### config.mk
export PLATFORM = sky130hd
export DESIGN_NAME = xnor_thresh_layer
export DESIGN_NICKNAME = d
export VERILOG_FILES = /design/src/rtl/mvtu_pkg.sv /design/src/rtl/mvtu_seq.sv /design/src/rtl/mvtu_inbuf.sv /design/src/rtl/mvtu_lane.sv /design/src/rtl/xnor_thresh_layer.sv
export SDC_FILE = /design/constraint.sdc
export NUM_CORES = 1
export LEC_CHECK = 0
export BUFFER_PORTS_ARGS = -buffer_cell sky130_fd_sc_hd__clkbuf_2
export CAP_MARGIN = 20
export CORE_MARGIN = 3
export CORE_UTILIZATION = 55
export DETAILED_ROUTE_END_ITERATION = 16
export PLACE_DENSITY = 0.72
export SYNTH_ARGS = -nofsm -noshare
export SYNTH_HDL_FRONTEND = slang
export SYNTH_SLANG_ARGS = --single-unit
### constraint.sdc
create_clock -name clk -period 5.6 [get_ports clk]
set_clock_uncertainty 0.1 [all_clocks]
set_input_delay 0.28 -clock clk [delete_from_list [all_inputs] [get_ports clk]]
set_output_delay 0.28 -clock clk [all_outputs]
set_load 0.03 [all_outputs]
### src/rtl/mvtu_pkg.sv
package mvtu_pkg;

  // number of set bits in a word of up to 32 bits
  function automatic int unsigned ones32(input logic [31:0] v);
    int unsigned c;
    c = 0;
    for (int i = 0; i < 32; i++) c += 32'(v[i]);
    return c;
  endfunction

  // neuron fires when agreement count reaches its threshold
  function automatic logic meets(input int unsigned sum, input int unsigned thr);
    return sum >= thr;
  endfunction

endpackage

### src/rtl/mvtu_seq.sv
module mvtu_seq #(
  parameter int SF   = 4,
  parameter int NF   = 4,
  parameter int SA_W = 2,
  parameter int NA_W = 2
) (
  input  logic            clk,
  input  logic            rst_n,
  input  logic            in_valid,
  input  logic            out_ready,
  output logic            in_ready,
  output logic            step,
  output logic            first,
  output logic            last,
  output logic            live,
  output logic [NA_W-1:0] nf,
  output logic [SA_W-1:0] sf,
  output logic            out_valid
);
  logic out_free;
  logic src_ok;

  assign out_free = !out_valid || out_ready;
  assign live     = (nf == '0);
  assign src_ok   = live ? in_valid : 1'b1;
  assign step     = src_ok && out_free;
  assign in_ready = live && out_free;
  assign first    = (sf == '0);
  assign last     = (sf == SA_W'(SF - 1));

  always_ff @(posedge clk) begin
    if (!rst_n) begin
      nf        <= '0;
      sf        <= '0;
      out_valid <= 1'b0;
    end else begin
      if (step) begin
        if (last) begin
          sf <= '0;
          nf <= (nf == NA_W'(NF - 1)) ? '0 : nf + 1'b1;
        end else begin
          sf <= sf + 1'b1;
        end
      end
      if (step && last)   out_valid <= 1'b1;
      else if (out_ready) out_valid <= 1'b0;
    end
  end
endmodule

### src/rtl/mvtu_inbuf.sv
module mvtu_inbuf #(
  parameter int SIMD = 4,
  parameter int SF   = 4,
  parameter int SA_W = 2
) (
  input  logic            clk,
  input  logic            wr,
  input  logic            live,
  input  logic [SA_W-1:0] sf,
  input  logic [SIMD-1:0] in_data,
  output logic [SIMD-1:0] act
);
  logic [SIMD-1:0] vec_q [SF];

  always_ff @(posedge clk) begin
    if (wr) vec_q[sf] <= in_data;
  end

  // first pass uses the stream directly, later passes replay the copy
  assign act = live ? in_data : vec_q[sf];
endmodule

### src/rtl/mvtu_lane.sv
module mvtu_lane #(
  parameter int SIMD  = 4,
  parameter int SF    = 4,
  parameter int NF    = 4,
  parameter int ACC_W = 5,
  parameter int SA_W  = 2,
  parameter int NA_W  = 2,
  parameter int WA_W  = 4
) (
  input  logic             clk,
  input  logic             rst_n,
  input  logic             wt_we,
  input  logic [WA_W-1:0]  wt_addr,
  input  logic [SIMD-1:0]  wt_data,
  input  logic             th_we,
  input  logic [NA_W-1:0]  th_addr,
  input  logic [ACC_W-1:0] th_data,
  input  logic             step,
  input  logic             first,
  input  logic [NA_W-1:0]  nf,
  input  logic [SA_W-1:0]  sf,
  input  logic [SIMD-1:0]  act,
  output logic             hit,
  output logic [ACC_W-1:0] acc_o
);
  logic [SIMD-1:0]  wmem [NF*SF];
  logic [ACC_W-1:0] tmem [NF];
  logic [WA_W-1:0]  rd_addr;
  logic [SIMD-1:0]  wrow;
  logic [SIMD-1:0]  agree;
  logic [ACC_W-1:0] part;
  logic [ACC_W-1:0] base;
  logic [ACC_W-1:0] sum;
  logic [ACC_W-1:0] acc_q;

  always_ff @(posedge clk) begin
    if (wt_we) wmem[wt_addr] <= wt_data;
    if (th_we) tmem[th_addr] <= th_data;
  end

  assign rd_addr = WA_W'(int'(nf) * SF + int'(sf));
  assign wrow    = wmem[rd_addr];
  assign agree   = ~(wrow ^ act);
  assign part    = ACC_W'(mvtu_pkg::ones32(32'(agree)));
  assign base    = first ? '0 : acc_q;
  assign sum     = base + part;
  assign hit     = mvtu_pkg::meets(32'(sum), 32'(tmem[nf]));
  assign acc_o   = acc_q;

  always_ff @(posedge clk) begin
    if (!rst_n)    acc_q <= '0;
    else if (step) acc_q <= sum;
  end
endmodule

### src/rtl/xnor_thresh_layer.sv
module xnor_thresh_layer #(
  parameter int MAT_W = 16,
  parameter int MAT_H = 8,
  parameter int SIMD  = 4,
  parameter int PE    = 2,
  localparam int SF    = MAT_W / SIMD,
  localparam int NF    = MAT_H / PE,
  localparam int ACC_W = $clog2(MAT_W + 1),
  localparam int SA_W  = (SF > 1) ? $clog2(SF) : 1,
  localparam int NA_W  = (NF > 1) ? $clog2(NF) : 1,
  localparam int WA_W  = (NF * SF > 1) ? $clog2(NF * SF) : 1,
  localparam int PE_W  = (PE > 1) ? $clog2(PE) : 1
) (
  input  logic             clk,
  input  logic             rst_n,
  input  logic             wt_we,
  input  logic [PE_W-1:0]  wt_lane,
  input  logic [WA_W-1:0]  wt_addr,
  input  logic [SIMD-1:0]  wt_data,
  input  logic             th_we,
  input  logic [PE_W-1:0]  th_lane,
  input  logic [NA_W-1:0]  th_addr,
  input  logic [ACC_W-1:0] th_data,
  input  logic             in_valid,
  output logic             in_ready,
  input  logic [SIMD-1:0]  in_data,
  output logic             out_valid,
  input  logic             out_ready,
  output logic [PE-1:0]    out_data
);
  if (MAT_W % SIMD != 0) begin : g_bad_w
    $error("MAT_W must be a multiple of SIMD");
  end
  if (MAT_H % PE != 0) begin : g_bad_h
    $error("MAT_H must be a multiple of PE");
  end
  if (SIMD > 32) begin : g_bad_simd
    $error("SIMD above 32 is not supported");
  end

  logic                step;
  logic                first;
  logic                last;
  logic                live;
  logic [NA_W-1:0]     nf;
  logic [SA_W-1:0]     sf;
  logic [SIMD-1:0]     act;
  logic [PE-1:0]       hits;
  logic [PE*ACC_W-1:0] acc_all;
  logic [PE-1:0]       out_q;

  mvtu_seq #(.SF(SF), .NF(NF), .SA_W(SA_W), .NA_W(NA_W)) u_seq (
    .clk(clk), .rst_n(rst_n), .in_valid(in_valid), .out_ready(out_ready),
    .in_ready(in_ready), .step(step), .first(first), .last(last),
    .live(live), .nf(nf), .sf(sf), .out_valid(out_valid)
  );

  mvtu_inbuf #(.SIMD(SIMD), .SF(SF), .SA_W(SA_W)) u_buf (
    .clk(clk), .wr(step && live), .live(live), .sf(sf),
    .in_data(in_data), .act(act)
  );

  for (genvar p = 0; p < PE; p++) begin : g_lane
    mvtu_lane #(
      .SIMD(SIMD), .SF(SF), .NF(NF), .ACC_W(ACC_W),
      .SA_W(SA_W), .NA_W(NA_W), .WA_W(WA_W)
    ) u_lane (
      .clk(clk), .rst_n(rst_n),
      .wt_we(wt_we && (wt_lane == PE_W'(p))), .wt_addr(wt_addr), .wt_data(wt_data),
      .th_we(th_we && (th_lane == PE_W'(p))), .th_addr(th_addr), .th_data(th_data),
      .step(step), .first(first), .nf(nf), .sf(sf), .act(act),
      .hit(hits[p]), .acc_o(acc_all[p*ACC_W +: ACC_W])
    );
  end

  always_ff @(posedge clk) begin
    if (!rst_n)             out_q <= '0;
    else if (step && last)  out_q <= hits;
  end

  assign out_data = out_q;
endmodule

Word-level counts from Yosys, hierarchy flattened:

Memory sizes are Yosys's and may differ from the RTL's. A register that Yosys moved wholly into a read port is not among the register bits.
Cells that the tools add are included.

* output and inout bits: 4
* bits in latches: 0
* input bits: 27
* bits in read-only memories: 0
* memories kept: 5
* word-level logic and storage cells: 70
* flip-flop bits (word level): 17
* bits in writable memories: 184

Memories
* g_lane[0].u_lane.wmem: depth 16, bits a word 4, rd ports 1, clocked after memory_dff 0, wr ports 1, line mvtu_lane.sv:26 `logic [SIMD-1:0] wmem [NF*SF];`
* g_lane[1].u_lane.wmem: depth 16, bits a word 4, rd ports 1, clocked after memory_dff 0, wr ports 1, line mvtu_lane.sv:26
* g_lane[0].u_lane.tmem: depth 4, bits a word 5, rd ports 1, clocked after memory_dff 1, wr ports 1, line mvtu_lane.sv:27 `logic [ACC_W-1:0] tmem [NF];`
* g_lane[1].u_lane.tmem: depth 4, bits a word 5, rd ports 1, clocked after memory_dff 1, wr ports 1, line mvtu_lane.sv:27
* u_buf.vec_q: depth 4, bits a word 4, rd ports 1, clocked after memory_dff 1, wr ports 1, line mvtu_inbuf.sv:13 `logic [SIMD-1:0] vec_q [SF];`

* add/subtract/negate cells: 11
* shift-type cells: 0
* bitwise logic cells: 6
* equal/unequal tests: 2
* div/mod/pow operators: 0
* magnitude comparators: 2
* multiply operators: 0
* mux-type cells: 24
* reduce and logical (&&, ||, !) cells: 14

Operators by type and width (number)
* 5-bit by 1-bit adder with 5-bit output: 4
* 2-bit two-way mux: 8
* 1-bit two-way mux: 13
* 5-bit adder: 2
* 5-bit >= comparator: 2
* 5-bit two-way mux: 2
* 1-bit logical AND: 8
* 4-bit NOT: 2
* 4-bit XOR: 2
* 1-bit by 1-bit adder with 2-bit output: 2
* 2-bit by 1-bit adder with 2-bit output, second input constant: 2
* 4-bit by 2-bit adder with 4-bit output: 1
* 2-bit == test, second input constant: 2
* 2-bit zero test: 2
* 4-bit two-way mux: 1
* 1-bit NOT: 2
* 2-bit AND reduction: 1
* 2-bit nonzero test: 1
* 1-bit zero test: 1
* 1-bit logical OR: 1

Longest topological paths before layout:

* depth after elaboration: 9
* gate-level depth with buffers: 17
* mapped depth without buffers: 16

Hierarchy:

Synthesis repeated with hierarchy kept, for this count alone.

* cells, all modules: 508
* area total of the unflattened synthesis: 8723.4 µm²

By module, submodules not included
* mvtu_lane at g_lane[0].u_lane: cells an instance 209, times used 1, area an instance 3831.2 µm², seq. area each 2622.5 µm²
* mvtu_lane at g_lane[1].u_lane: cells an instance 210, times used 1, area an instance 3808.7 µm², seq. area each 2622.5 µm²
* mvtu_inbuf: cells an instance 41, times used 1, area an instance 678.2 µm², seq. area each 480.5 µm²
* mvtu_seq: cells an instance 34, times used 1, area an instance 287.8 µm², seq. area each 100.1 µm²
* xnor_thresh_layer: cells an instance 14, times used 1, area an instance 117.6 µm², seq. area each 40.0 µm²

Worst setup path before layout:

No wires, ideal clock.

* path kind: register -> register
* start point: register u_seq.sf[1]
* end point: register out_q[1], in the netlist out_data[1]
* path slack: 1.198 ns
* arrival time: 4.180 ns
* clock period less this slack: 4.402 ns
* cell stages (with the launch flop): 18
* path buffers: 2
* cells stage by stage: dfxtp_1 > clkbuf_1 > clkbuf_1 > mux4_1 > a22o_1 > a221oi_1 > xnor2_1 > ha_1 > fa_1 > ha_1 > fa_1 > a21oi_1 > o21ai_0 > a21oi_1 > ha_1 > o21ai_0 > a21oi_1 > o311a_1

* longest elaborated chain between the ends: 9
* elaborated cells on any way between the ends: 13
* classes of those cells: 5 x add/sub; 1 x order compare; 1 x eq/ne; 1 x mux; 2 x bitwise; 2 x reduce/logical; 1 x memory

Ends and longest elaborated chain
* from (decl): line mvtu_seq.sv:17 `output logic [SA_W-1:0] sf,`
* from (signal assigned): line mvtu_seq.sv:42 `sf <= sf + 1'b1;`
* 4-bit by 2-bit adder with 4-bit output: line mvtu_lane.sv:41 `assign rd_addr = WA_W'(int'(nf) * SF + int'(sf));`
* memory read 16 x 4 bit
* 4-bit XOR: line mvtu_lane.sv:43 `assign agree = ~(wrow ^ act);`
* 4-bit NOT: line mvtu_lane.sv:43
* 1-bit by 1-bit adder with 2-bit output: line mvtu_pkg.sv:7 `for (int i = 0; i < 32; i++) c += 32'(v[i]);`
* 5-bit by 1-bit adder with 5-bit output (2 in series): line mvtu_pkg.sv:7
* 5-bit adder *: line mvtu_lane.sv:46 `assign sum = base + part;`
* net g_lane[1].u_lane.sum[4]: line mvtu_lane.sv:33 `logic [ACC_W-1:0] sum;`
* 5-bit >= comparator *: line mvtu_pkg.sv:13 `return sum >= thr;`
* to (signal assigned): line xnor_thresh_layer.sv:78 `else if (step && last) out_q <= hits;`
* to (decl): line xnor_thresh_layer.sv:50 `logic [PE-1:0] out_q;`

The timed path passes the listed nets; every way through them passes the cells marked *.
A chain may end at the register's enable or synchronous reset.

Worst setup path after layout:

* start point: register u_seq.sf[0]
* end point: register out_q[1], in the netlist out_data[1]

The elaborated chain is that of the path after synthesis.

==> impl_metrics.toml <==
[pwr]
worst_vdd_rail_ir_drop_v = 0.000249
pwr_density_cell_mw_per_mm2 = 336
lkg_pwr_nw = 3.28

[timing]
finalSetupViolations = 0
slew_headroom_pct = 32.3
finalSetupTns_ns = 0
slew_violations = 0
setup_repair_after_global_routing_missed_its_margin = "false"
final.min_clock_period_ns = 4.89
timing.final.hold_violations = 0
worst_slew_pin_slew_ns = 1.01
period_share_pct = 87.4
final.hold.worst_slack_ns = 0.0348
highest_clock_rate_mhz = 204

[synthesis]
post_synth_inst_count = 506
synth.yosys.warnings = 0
synthesis.nets = 563
yosys_register_bits = 205
synth_area_per_cell_um2 = 17.1
ys_seq_area_share_pct = 68.5
post_synth_instance_area_mm2 = 0.00868
synth_cell_types = 37

[critical_path]
crit_fanout = 21
setup.worst_path.class = "reg2reg"
critPathArrivalTime_ns = 5.16
rrSetupSlack_ns = 0.71
setup.worst_path.start = "u_seq.sf[0]$_SDFFE_PN0P_"
critPathRequiredTime_ns = 5.87
rr_worst_depth = 15
critPathCaptureType = "flip-flop"
reg2reg_from = "u_seq.sf[0]$_SDFFE_PN0P_"
critical_path.reg2reg.endpoint = "out_data[1]$_SDFFE_PN0P_"
critPathLaunchType = "flip-flop"

[cts]
postCtsSetupRepairBufs = 0
post_cts_resize_count = 0
cts_root_buf = "sky130_fd_sc_hd__clkbuf_16"
clock_tree.buffer_depth = 3
h-tree-depth = 1
worst_setup_hold_path_clk_slew_ns = 0.06
cts_made_buffers = 21
cts_num_sinks = 205
insertion_delay_ns = 0.49
tritoncts = "built"

[final_layout]
final_area_mm2 = 0.00970
post_layout_cell_count = 779
antenna_diodes = 0
syn_to_final_growth_pct = 11.8
final_nets = 611
fin_util_pct = 63.3
layout.cells.most_common = "sky130_fd_sc_hd__edfxtp_1"
mostFrequentLayoutCells = "184 x sky130_fd_sc_hd__edfxtp_1, 48 x sky130_fd_sc_hd__nor2_1, 36 x sky130_fd_sc_hd__mux4_2"
post_route_cells_drive_above_1_share_pct = 17.4

[global_route]
grt.met1_usage_pct = 26.3
grt_usage_pct = 18.5
grt_remaining_overflow = 0
antenna_found_initial = 0
pin_count_of_the_biggest_net_entering_global_routing = 33
global_routing_met3_resource_utilization_pct = 3.02
vias_in_the_first_global_route = 4633
grt_first_pass_wirelength_um = 25300
globalRoute.busiestLayer = "met2"
grtUsageMet2_pct = 30.0

[run]
maxCapViolations = 0

[routing]
drt_wl_total_um = 15300
viasPerCell = 5.69
detail_route.wl_per_cell_um = 19.7
postRouteAntennaNets = 0
via_count = 4432
detail_route.drc_violations = 0
drt-pass1-iter-count = 5
drt_iter0_markers = 371

[die]
die_h_um = 132
pin_count = 31
design.core.area_mm2 = 0.0153
num_rows = 45
die_area_mm2 = 0.0173
start_util_pct = 56.7
die_width_um = 132

[min_path]
timing.hold.worst.start = "th_data[2]"
hold_path_class = "in2reg"
whs_path_depth = 1
hold_end = "g_lane[0].u_lane.tmem[2][2]$_DFFE_PP_"

[placed_design]
placedCellCount = 734
placement.cell_area_mm2 = 0.00903
port-buffer-count = 30
detailed_placement_hpwl_um = 10300
gp_congestion = 0.773

[outcome]
status = "completed"
==> layout make-up <==
| class | count | area, um^2 |
|---|---|---|
| clock buffer | 27 | 548 |
| sequential | 205 | 5950 |
| tap | 211 | 264 |
| multi-input combinational | 261 | 2550 |
| fill | 1134 | 5610 |
| timing repair buffer | 43 | 268 |
| inverter | 22 | 82.6 |
| clock inverter | 10 | 45.0 |
==> how the worst max path moves through the flow <==
stage	depth (start not counted)	end	slack [ns]
after floorplan	17	out_data[1]$_SDFFE_PN0P_	1.20
after global placement	15	out_data[0]$_SDFFE_PN0P_	0.79
after detailed placement	15	out_data[1]$_SDFFE_PN0P_	0.64
after CTS	15	out_data[1]$_SDFFE_PN0P_	0.62
after global routing	15	out_data[1]$_SDFFE_PN0P_	0.36
final	15	out_data[1]$_SDFFE_PN0P_	0.71
==> layer usage <==
layer / part of all wire, % / wire [um]
met5: 0 / 0
met4: 2.4 / 371
met3: 5.1 / 786
met2: 49 / 7480
met1: 44 / 6700
==> Yosys cell counts, drive strengths merged <==
cell | count | share of area, %
mux4 | 46 | 12
nand3b | 1 | 0.087
xnor2 | 10 | 1.0
nand2b | 11 | 0.79
a21oi | 9 | 0.52
nor3 | 11 | 0.63
a21boi | 14 | 1.2
clkbuf | 12 | 0.52
o21ai | 7 | 0.40
nor2 | 48 | 2.1
a21o | 2 | 0.17
o311a | 2 | 0.23
mux2i | 4 | 0.46
a22o | 8 | 0.81
inv | 21 | 0.91
edfxtp | 184 | 64
nand2 | 26 | 1.1
nor3b | 2 | 0.17
buf | 6 | 0.65
dfxtp | 21 | 4.8
o21a | 1 | 0.087
a221oi | 8 | 0.95
nand4b | 2 | 0.20
ha | 26 | 3.7
and2 | 1 | 0.072
nand4 | 1 | 0.072
or3 | 3 | 0.22
clkinv | 1 | 0.043
xor2 | 2 | 0.20
fa | 4 | 0.92
nand3 | 4 | 0.23
nor2b | 8 | 0.58
==> stage by stage <==
stage	setup slack [ns]	total power [mW]
finish	0.708	3.26
global route	0.357	3.41
CTS	0.622	3.29
detailed placement	0.638	2.08
global placement	0.792	2.06
floorplan	1.20	1.98
==> worst max-delay path: stages, from the launching register on <==
cell and delay [ns]:
sky130_fd_sc_hd__dfxtp_2 0.69, sky130_fd_sc_hd__buf_4 0.31, sky130_fd_sc_hd__mux4_2 0.52, sky130_fd_sc_hd__a221oi_1 0.41, sky130_fd_sc_hd__xnor2_1 0.12, sky130_fd_sc_hd__ha_1 0.34, sky130_fd_sc_hd__fa_1 0.49, sky130_fd_sc_hd__ha_1 0.24
sky130_fd_sc_hd__fa_1 0.41, sky130_fd_sc_hd__a21oi_1 0.16, sky130_fd_sc_hd__o21ai_0 0.09, sky130_fd_sc_hd__a21oi_1 0.19, sky130_fd_sc_hd__ha_1 0.26, sky130_fd_sc_hd__o21ai_0 0.08, sky130_fd_sc_hd__a21oi_1 0.06, sky130_fd_sc_hd__o311a_1 0.30
==> power breakdown <==
group,switching (mW),internal [mW]
clock network,0.531,0.688
logic,0.174,0.148
registers,0.0184,1.71
total,0.723,2.54
==> registers in the layout (all words and copies together) (netlist names), named ones only <==
signal and count:
u_seq.out_valid 1, u_buf.vec_q 16, g_lane.u_lane.acc_o 10, g_lane.u_lane.wmem 128, u_seq.nf 2, u_seq.sf 2
out_data 2, g_lane.u_lane.tmem 40
==> cell families (layout without fill, tap and decap cells) <==
kind of cell,Yosys count,count (layout),synth area share (%)
AO/OA/AOI/OAI,51,51,4.38
flip-flops,205,205,68.5
multiplexers,50,50,12.8
AND/OR/NAND/NOR,118,118,6.26
buffers and inverters,40,102,2.12
XOR/XNOR,12,12,1.21
adder cells (fa/ha/maj),30,30,4.67
==> what timing repair did <==
| item | CTS | global route |
|---|---|---|
| hold buffers | 8 | 0 |
| endpoints found under the setup margin | 0 | 0 |
| hold endpoints to repair | 48 | 0 |
(Power assumes the default switching activity.)
